File: src/rtl/sfx_pkg.sv
package sfx_pkg;

  // widest character and widest frame (start + data + parity + two stops)
  localparam int DMAX = 8;
  localparam int FMAX = 1 + DMAX + 1 + 2;

  typedef struct packed {
    logic [1:0] len;
    logic       par_en;
    logic       par_odd;
    logic [1:0] stop;
  } frame_cfg_t;

  typedef enum logic [2:0] {
    RX_IDLE,
    RX_START,
    RX_DATA,
    RX_PAR,
    RX_STOP
  } rx_state_t;

  // reversed length code: 0 -> 8 bits ... 3 -> 5 bits
  function automatic logic [3:0] data_len(input logic [1:0] code);
    return 4'(DMAX - int'(code));
  endfunction

  function automatic logic two_stop(input logic [1:0] code);
    return code == 2'b01;
  endfunction

endpackage

File: src/rtl/sfx_sync.sv
module sfx_sync #(
  parameter logic RST_VAL = 1'b0
) (
  input  logic clk,
  input  logic rst,
  input  logic d,
  output logic q
);

  logic s1;

  always_ff @(posedge clk) begin
    if (rst) begin
      s1 <= RST_VAL;
      q  <= RST_VAL;
    end else begin
      s1 <= d;
      q  <= s1;
    end
  end

endmodule

File: src/rtl/sfx_tx.sv
module sfx_tx
  import sfx_pkg::*;
#(
  parameter int OVS = 16
) (
  input  logic            clk,
  input  logic            rst,
  input  logic            tick,
  input  frame_cfg_t      cfg,
  input  logic            go_ok,
  input  logic [DMAX-1:0] data,
  input  logic            valid,
  output logic            ready,
  output logic            txd,
  output logic            busy
);

  localparam int CW = $clog2(OVS);
  localparam int BW = $clog2(FMAX + 1);

  logic [CW-1:0]   tcnt;
  logic [FMAX-1:0] sh;
  logic [FMAX-1:0] frame;
  logic [BW-1:0]   left;
  logic [BW-1:0]   total;

  // assemble the whole frame, line level per bit, bit 0 first on the wire
  always_comb begin
    int   n;
    logic par;
    n        = int'(data_len(cfg.len));
    frame    = '1;
    frame[0] = 1'b0;
    par      = cfg.par_odd;
    for (int i = 0; i < DMAX; i++) begin
      if (i < n) begin
        frame[1+i] = data[i];
        par        = par ^ data[i];
      end
    end
    if (cfg.par_en) frame[1+n] = par;
    total = BW'(1 + n + (cfg.par_en ? 1 : 0) + (two_stop(cfg.stop) ? 2 : 1));
  end

  assign ready = !busy && go_ok;
  assign txd   = sh[0];

  always_ff @(posedge clk) begin
    if (rst) begin
      busy <= 1'b0;
      sh   <= '1;
      left <= '0;
      tcnt <= '0;
    end else if (ready && valid) begin
      busy <= 1'b1;
      sh   <= frame;
      left <= total - BW'(1);
      tcnt <= '0;
    end else if (busy && tick) begin
      if (tcnt == CW'(OVS - 1)) begin
        tcnt <= '0;
        if (left == '0) begin
          busy <= 1'b0;
        end else begin
          sh   <= {1'b1, sh[FMAX-1:1]};
          left <= left - BW'(1);
        end
      end else begin
        tcnt <= tcnt + CW'(1);
      end
    end
  end

endmodule

File: src/rtl/sfx_rx.sv
module sfx_rx
  import sfx_pkg::*;
#(
  parameter int OVS = 16
) (
  input  logic            clk,
  input  logic            rst,
  input  logic            tick,
  input  frame_cfg_t      cfg,
  input  logic            rxs,
  output logic [DMAX-1:0] data,
  output logic            valid,
  output logic            perr,
  output logic            ferr
);

  localparam int CW  = $clog2(OVS);
  localparam int MID = OVS / 2 - 1;

  rx_state_t       st;
  frame_cfg_t      cq;
  logic [CW-1:0]   cnt;
  logic [3:0]      idx;
  logic [DMAX-1:0] sh;
  logic            acc;
  logic            pe_q;
  logic            fe_q;
  logic            stop2;
  logic            samp;
  logic [3:0]      n;

  assign samp = tick && (cnt == CW'(OVS - 1));
  assign n    = data_len(cq.len);

  always_ff @(posedge clk) begin
    if (rst) begin
      st    <= RX_IDLE;
      cq    <= '0;
      cnt   <= '0;
      idx   <= '0;
      sh    <= '0;
      acc   <= 1'b0;
      pe_q  <= 1'b0;
      fe_q  <= 1'b0;
      stop2 <= 1'b0;
      data  <= '0;
      valid <= 1'b0;
      perr  <= 1'b0;
      ferr  <= 1'b0;
    end else begin
      valid <= 1'b0;
      case (st)
        RX_IDLE: begin
          if (tick && !rxs) begin
            st   <= RX_START;
            cnt  <= '0;
            cq   <= cfg;
            sh   <= '0;
            acc  <= 1'b0;
            pe_q <= 1'b0;
            fe_q <= 1'b0;
            idx  <= '0;
          end
        end
        RX_START: begin
          if (tick) begin
            if (cnt == CW'(MID)) begin
              cnt <= '0;
              st  <= rxs ? RX_IDLE : RX_DATA;
            end else begin
              cnt <= cnt + CW'(1);
            end
          end
        end
        RX_DATA: begin
          if (samp) begin
            cnt <= '0;
            sh  <= {rxs, sh[DMAX-1:1]};
            acc <= acc ^ rxs;
            if (idx == n - 4'd1) begin
              idx   <= '0;
              stop2 <= two_stop(cq.stop);
              st    <= cq.par_en ? RX_PAR : RX_STOP;
            end else begin
              idx <= idx + 4'd1;
            end
          end else if (tick) begin
            cnt <= cnt + CW'(1);
          end
        end
        RX_PAR: begin
          if (samp) begin
            cnt  <= '0;
            pe_q <= (acc ^ rxs) != cq.par_odd;
            st   <= RX_STOP;
          end else if (tick) begin
            cnt <= cnt + CW'(1);
          end
        end
        RX_STOP: begin
          if (samp) begin
            cnt <= '0;
            if (stop2) begin
              stop2 <= 1'b0;
              fe_q  <= !rxs;
            end else begin
              valid <= 1'b1;
              data  <= sh >> (DMAX - int'(n));
              perr  <= pe_q;
              ferr  <= fe_q | !rxs;
              st    <= RX_IDLE;
            end
          end else if (tick) begin
            cnt <= cnt + CW'(1);
          end
        end
        default: st <= RX_IDLE;
      endcase
    end
  end

endmodule

File: src/rtl/serial_frame_xcvr.sv
module serial_frame_xcvr
  import sfx_pkg::*;
#(
  parameter int OVS = 16
) (
  input  logic       clk,
  input  logic       rst,
  input  logic       baud_tick,
  input  logic [1:0] cfg_len,
  input  logic       cfg_par_en,
  input  logic       cfg_par_odd,
  input  logic [1:0] cfg_stop,
  input  logic       cfg_two_wire,
  input  logic       cts,
  input  logic [7:0] tx_data,
  input  logic       tx_valid,
  output logic       tx_ready,
  output logic       txd,
  output logic       tx_busy,
  input  logic       rxd,
  output logic [7:0] rx_data,
  output logic       rx_valid,
  output logic       rx_par_err,
  output logic       rx_frm_err
);

  frame_cfg_t cfg;
  logic       cts_s;
  logic       rxd_s;

  assign cfg = '{len: cfg_len, par_en: cfg_par_en, par_odd: cfg_par_odd, stop: cfg_stop};

  sfx_sync #(.RST_VAL(1'b0)) u_cts_sync (
    .clk (clk),
    .rst (rst),
    .d   (cts),
    .q   (cts_s)
  );

  sfx_sync #(.RST_VAL(1'b1)) u_rxd_sync (
    .clk (clk),
    .rst (rst),
    .d   (rxd),
    .q   (rxd_s)
  );

  sfx_tx #(.OVS(OVS)) u_tx (
    .clk   (clk),
    .rst   (rst),
    .tick  (baud_tick),
    .cfg   (cfg),
    .go_ok (cfg_two_wire || cts_s),
    .data  (tx_data),
    .valid (tx_valid),
    .ready (tx_ready),
    .txd   (txd),
    .busy  (tx_busy)
  );

  sfx_rx #(.OVS(OVS)) u_rx (
    .clk   (clk),
    .rst   (rst),
    .tick  (baud_tick),
    .cfg   (cfg),
    .rxs   (rxd_s),
    .data  (rx_data),
    .valid (rx_valid),
    .perr  (rx_par_err),
    .ferr  (rx_frm_err)
  );

endmodule

File: config.mk
export PLATFORM = sky130hd
export DESIGN_NAME = serial_frame_xcvr
export DESIGN_NICKNAME = d
export VERILOG_FILES = /design/src/rtl/sfx_pkg.sv /design/src/rtl/sfx_sync.sv /design/src/rtl/sfx_tx.sv /design/src/rtl/sfx_rx.sv /design/src/rtl/serial_frame_xcvr.sv
export SDC_FILE = /design/constraint.sdc
export NUM_CORES = 1
export LEC_CHECK = 0
export BUFFER_PORTS_ARGS = -buffer_cell sky130_fd_sc_hd__buf_4
export CAP_MARGIN = 10
export CORE_MARGIN = 5
export CORE_UTILIZATION = 54
export DETAILED_ROUTE_END_ITERATION = 12
export GPL_TIMING_DRIVEN = 0
export PLACE_DENSITY = 0.76
export REMOVE_ABC_BUFFERS = 1
export SETUP_SLACK_MARGIN = 0.4
export SLEW_MARGIN = 20
export SYNTH_ARGS = -nofsm -noshare
export SYNTH_HDL_FRONTEND = slang
export SYNTH_SLANG_ARGS = --single-unit
File: constraint.sdc
create_clock -name clk -period 2.25 [get_ports clk]
set_input_delay 0.225 -clock clk [delete_from_list [all_inputs] [get_ports clk]]
set_output_delay 0.225 -clock clk [all_outputs]
set_load 0.01 [all_outputs]
==> flow_summary_export.csv <==
group,metric,value,unit
clocking,cts_sinks,65,
synthesis,async_flop_share,0,%
drt,drt-total-wl,8840,um
power,p_sw_share,30.9,%
timing,hold_viol_final,0,
clocking,cts_tree,"built",
grt,grt_max_degree,61,
finish,design_area,0.00464,mm2
power,power_density,617,mW/mm2
clocking,cts_hold_buf,0,
grt,grt_pass1_vias,2964,
grt,grtUsageTotal,20.2,%
power,pwr-share-seq,44.4,%
timing,finalSetupViolCount,0,
setup_path,reg2reg_setup_slack,0.29,ns
synthesis,synth_cells,418,
drt,drc,0,
floorplanning,num_rows,29,
timing,clock.fmax,509,MHz
finish,drive_gt1_share,29.9,%
grt,grt_antenna_before_repair,0,
power,netSwitchingPower,0.885,mW
setup_path,reg2reg_from,"u_rx.cq[4]$_SDFFE_PP0P_",
place,gp_congestion,0.887,
floorplanning,die_h,92,um
grt,grt-ovfl-total,0,
finish,multi_input_comb_area,0.00238,mm2
worst_hold_path,hold_class,"in -> reg",
synthesis,yosysWarnings,0,
power,finalPower,2.87,mW
floorplanning,pin_count,35,
timing,worst_pin_slew,0.631,ns
floorplanning,core_area,0.00646,mm2
finish,fin_cells,558,
synthesis,ys_types,58,
clocking,cts-root-buf,"clkbuf_8",
finish,fillCellCount,472,
power,combPwrFrac,25.2,%
clocking,cts_buffers,9,
finish,final-seq-area,0.00132,mm2
synthesis,synth-edff-count,0,
drt,viasPerCell,5.72,
synthesis,synth_flop_cell,"dfxtp_1",
timing,slew_headroom,58.0,%
place,dp_cells,505,
power,intPower,1.98,mW
setup_path,worstSetupStartpointType,"register",
place,hpwl,5260,um
drt,wl_per_cell,15.8,um
finish,insertedDiodeCount,0,
finish,layout_common_cells,"buf_4, dfxtp_1, nor2_1",
synthesis,avgSynthCellArea,8.69,um2
power,p_leak,1.92,nW
clocking,clk_pin_slew_worst_paths,0.07,ns
floorplanning,start_util,56.2,%
worst_hold_path,min_path_cells,2,
finish,area_delta_synth_final,27.9,%
timing,fin_crit,1.96,ns
outcome,status,"finished clean",
drt,drt_iter0_markers,186,
setup_path,critPathKind,"reg -> reg",
synthesis,syn_area,0.00363,mm2
finish,layout_commonest_cell,"buf_4",
setup_path,cp_data_arrival_time,2.24,ns
drt,first_pass_iters,5,
power,pwr-share-clk,30.4,%
run,cap_violations,0,
clocking,clock_latency,0.35,ns
timing,rsz0062_at_grt,"yes",
drt,ant_nets,0,
finish,final_core_util,71.9,%
clocking,htreeDepth,3,
setup_path,path_max_fanout,2,
place,placed_cell_area,0.00388,mm2
place,port_buffers,34,
drt,num_vias,3193,
setup_path,r2r-end,"u_rx.st[0]$_SDFFE_PP0P_",
setup_path,cp.required,2.53,ns
grt,grt_pass1_wl,14000,um
timing,drv_slew,0,
synthesis,ys_seq_area_share,35.8,%
worst_hold_path,hold_end,"u_rxd_sync.s1$_SDFF_PP1_",
setup_path,rr_worst_depth,7,
clocking,clockBufferDepth,2,
finish,fin_nets,521,
floorplanning,fp.dieArea,0.00846,mm2
setup_path,setup.worst_path.end_class,"register",
timing,finalCritPeriodShare,87.3,%
timing,clock_skew,0.0121,ns
power,vdd_drop_max,0.499,mV
synthesis,synth_seq_cells,65,
worst_hold_path,worstHoldStart,"rxd",
timing,timing.hold.ws,0.0617,ns
floorplanning,die_w,92,um
==> stage by stage <==
step | setup TNS [ns] | worst slack [ns]
floorplan | -0.583 | -0.313
global placement | -7.07 | -0.645
detailed placement | -6.50 | -0.755
CTS | 0 | 0.274
global route | 0 | 0.238
finish | 0 | 0.286
==> power by group through the flow <==
stage	combinational [mW]	clock [mW]	sequential, mW
5_1_grt	0.799	0.936	1.28
6_report	0.722	0.871	1.27
4_1_cts	0.641	0.888	1.26
3_5_place_dp	0.528	0	1.28
3_3_place_gp	0.510	0	1.28
2_1_floorplan	0.383	0	1.27
==> critical path, stage by stage (launching register included) <==
cell and delay, ns:
dfxtp_4 0.35, inv_2 0.08, ha_4 0.22, xnor2_4 0.20
mux2i_4 0.31, a311oi_4 0.13, or4b_4 0.50, a21oi_2 0.11
==> how the worst max path moves through the flow <==
| stage | start | endpoint | slack [ns] | cells after the start |
|---|---|---|---|---|
| 3_3_place_gp | u_rx.cq[4]$_SDFFE_PP0P_ | u_rx.st[0]$_SDFFE_PP0P_ | -0.65 | 7 |
| 6_report | u_rx.cq[4]$_SDFFE_PP0P_ | u_rx.st[0]$_SDFFE_PP0P_ | 0.29 | 7 |
| 5_1_grt | u_rx.cnt[1]$_SDFFE_PP0P_ | u_rx.st[0]$_SDFFE_PP0P_ | 0.24 | 7 |
| 4_1_cts | u_rx.cq[5]$_SDFFE_PP0P_ | u_rx.st[0]$_SDFFE_PP0P_ | 0.27 | 7 |
| 2_1_floorplan | u_rx.cq[4]$_SDFFE_PP0P_ | u_rx.st[0]$_SDFFE_PP0P_ | -0.31 | 7 |
| 3_5_place_dp | u_rx.cq[4]$_SDFFE_PP0P_ | u_rx.st[0]$_SDFFE_PP0P_ | -0.75 | 7 |
==> state kept, by name, indices dropped and copies added, names as in the netlist, 3 cells and up <==
| signal | count |
|---|---|
| u_rx.st | 3 |
| u_rx.data | 8 |
| u_tx.tcnt | 4 |
| u_tx.sh | 12 |
| u_rx.idx | 4 |
| u_rx.cq | 6 |
| u_tx.left | 4 |
| u_rx.sh | 8 |
| u_rx.cnt | 4 |
==> synth_stat cells (3+ instances only) <==
cell      instances  area (um2)
a211oi_1          4        30.0
a21o_1            3        22.5
a21oi_1          29         145
a22oi_1          11        82.6
a311oi_1          3        26.3
a31oi_1           5        31.3
and2_1            4        25.0
clkbuf_1         19        71.3
dfxtp_1          65        1300
ha_1             22         275
inv_1            24        90.1
mux2_2            3        33.8
mux2i_1          17         170
mux4_2            5         113
nand2_1          26        97.6
nand2b_1          8        50.1
nand3_1          16        80.1
nand4_1           6        37.5
nor2_1           54         203
nor2b_1           8        50.1
nor3_1           10        50.1
nor3b_1           3        22.5
nor4b_1           3        26.3
o211ai_1          3        22.5
o21ai_0           7        35.0
or3_1             3        18.8
xnor2_1          17         149
xor2_1            4        35.0
==> layout make-up <==
type,count,area share (%)
multi-input combinational,306,51.3
sequential,65,28.4
timing repair buffer,71,12.3
clock buffer,10,2.96
inverter,24,2.37
tap,77,2.07
clock inverter,5,0.700
==> kinds of logic (layout without fill, tap and decap cells) <==
group                    Yosys count  in the layout  share of synthesized area, %
adder cells (fa/ha/maj)           23             23                          8.13
multiplexers                      25             25                          8.72
flip-flops                        65             65                          35.8
AND/OR/NAND/NOR                  156            157                          21.6
XOR/XNOR                          22             22                          5.69
AO/OA/AOI/OAI                     79             79                          14.6
buffers and inverters             48            110                          5.44
==> repair_timing <==
item,in CTS,in global routing
buffers inserted,19,18
gates cloned,0,1
endpoints found under the setup margin,52,38
pin swaps,13,12
gates resized for setup,41,35
==> per-layer routing <==
| metal | GRT usage [%] | up-vias | share of wire (%) |
|---|---|---|---|
| li1 | - | 1583 | - |
| met5 | 0 | - | 0 |
| met4 | 5.69 | 0 | 1.2 |
| met2 | 34.0 | 54 | 50 |
| met1 | 25.2 | 1545 | 45 |
| met3 | 6.22 | 11 | 3.7 |
Power figures use the tool's default switching activity.
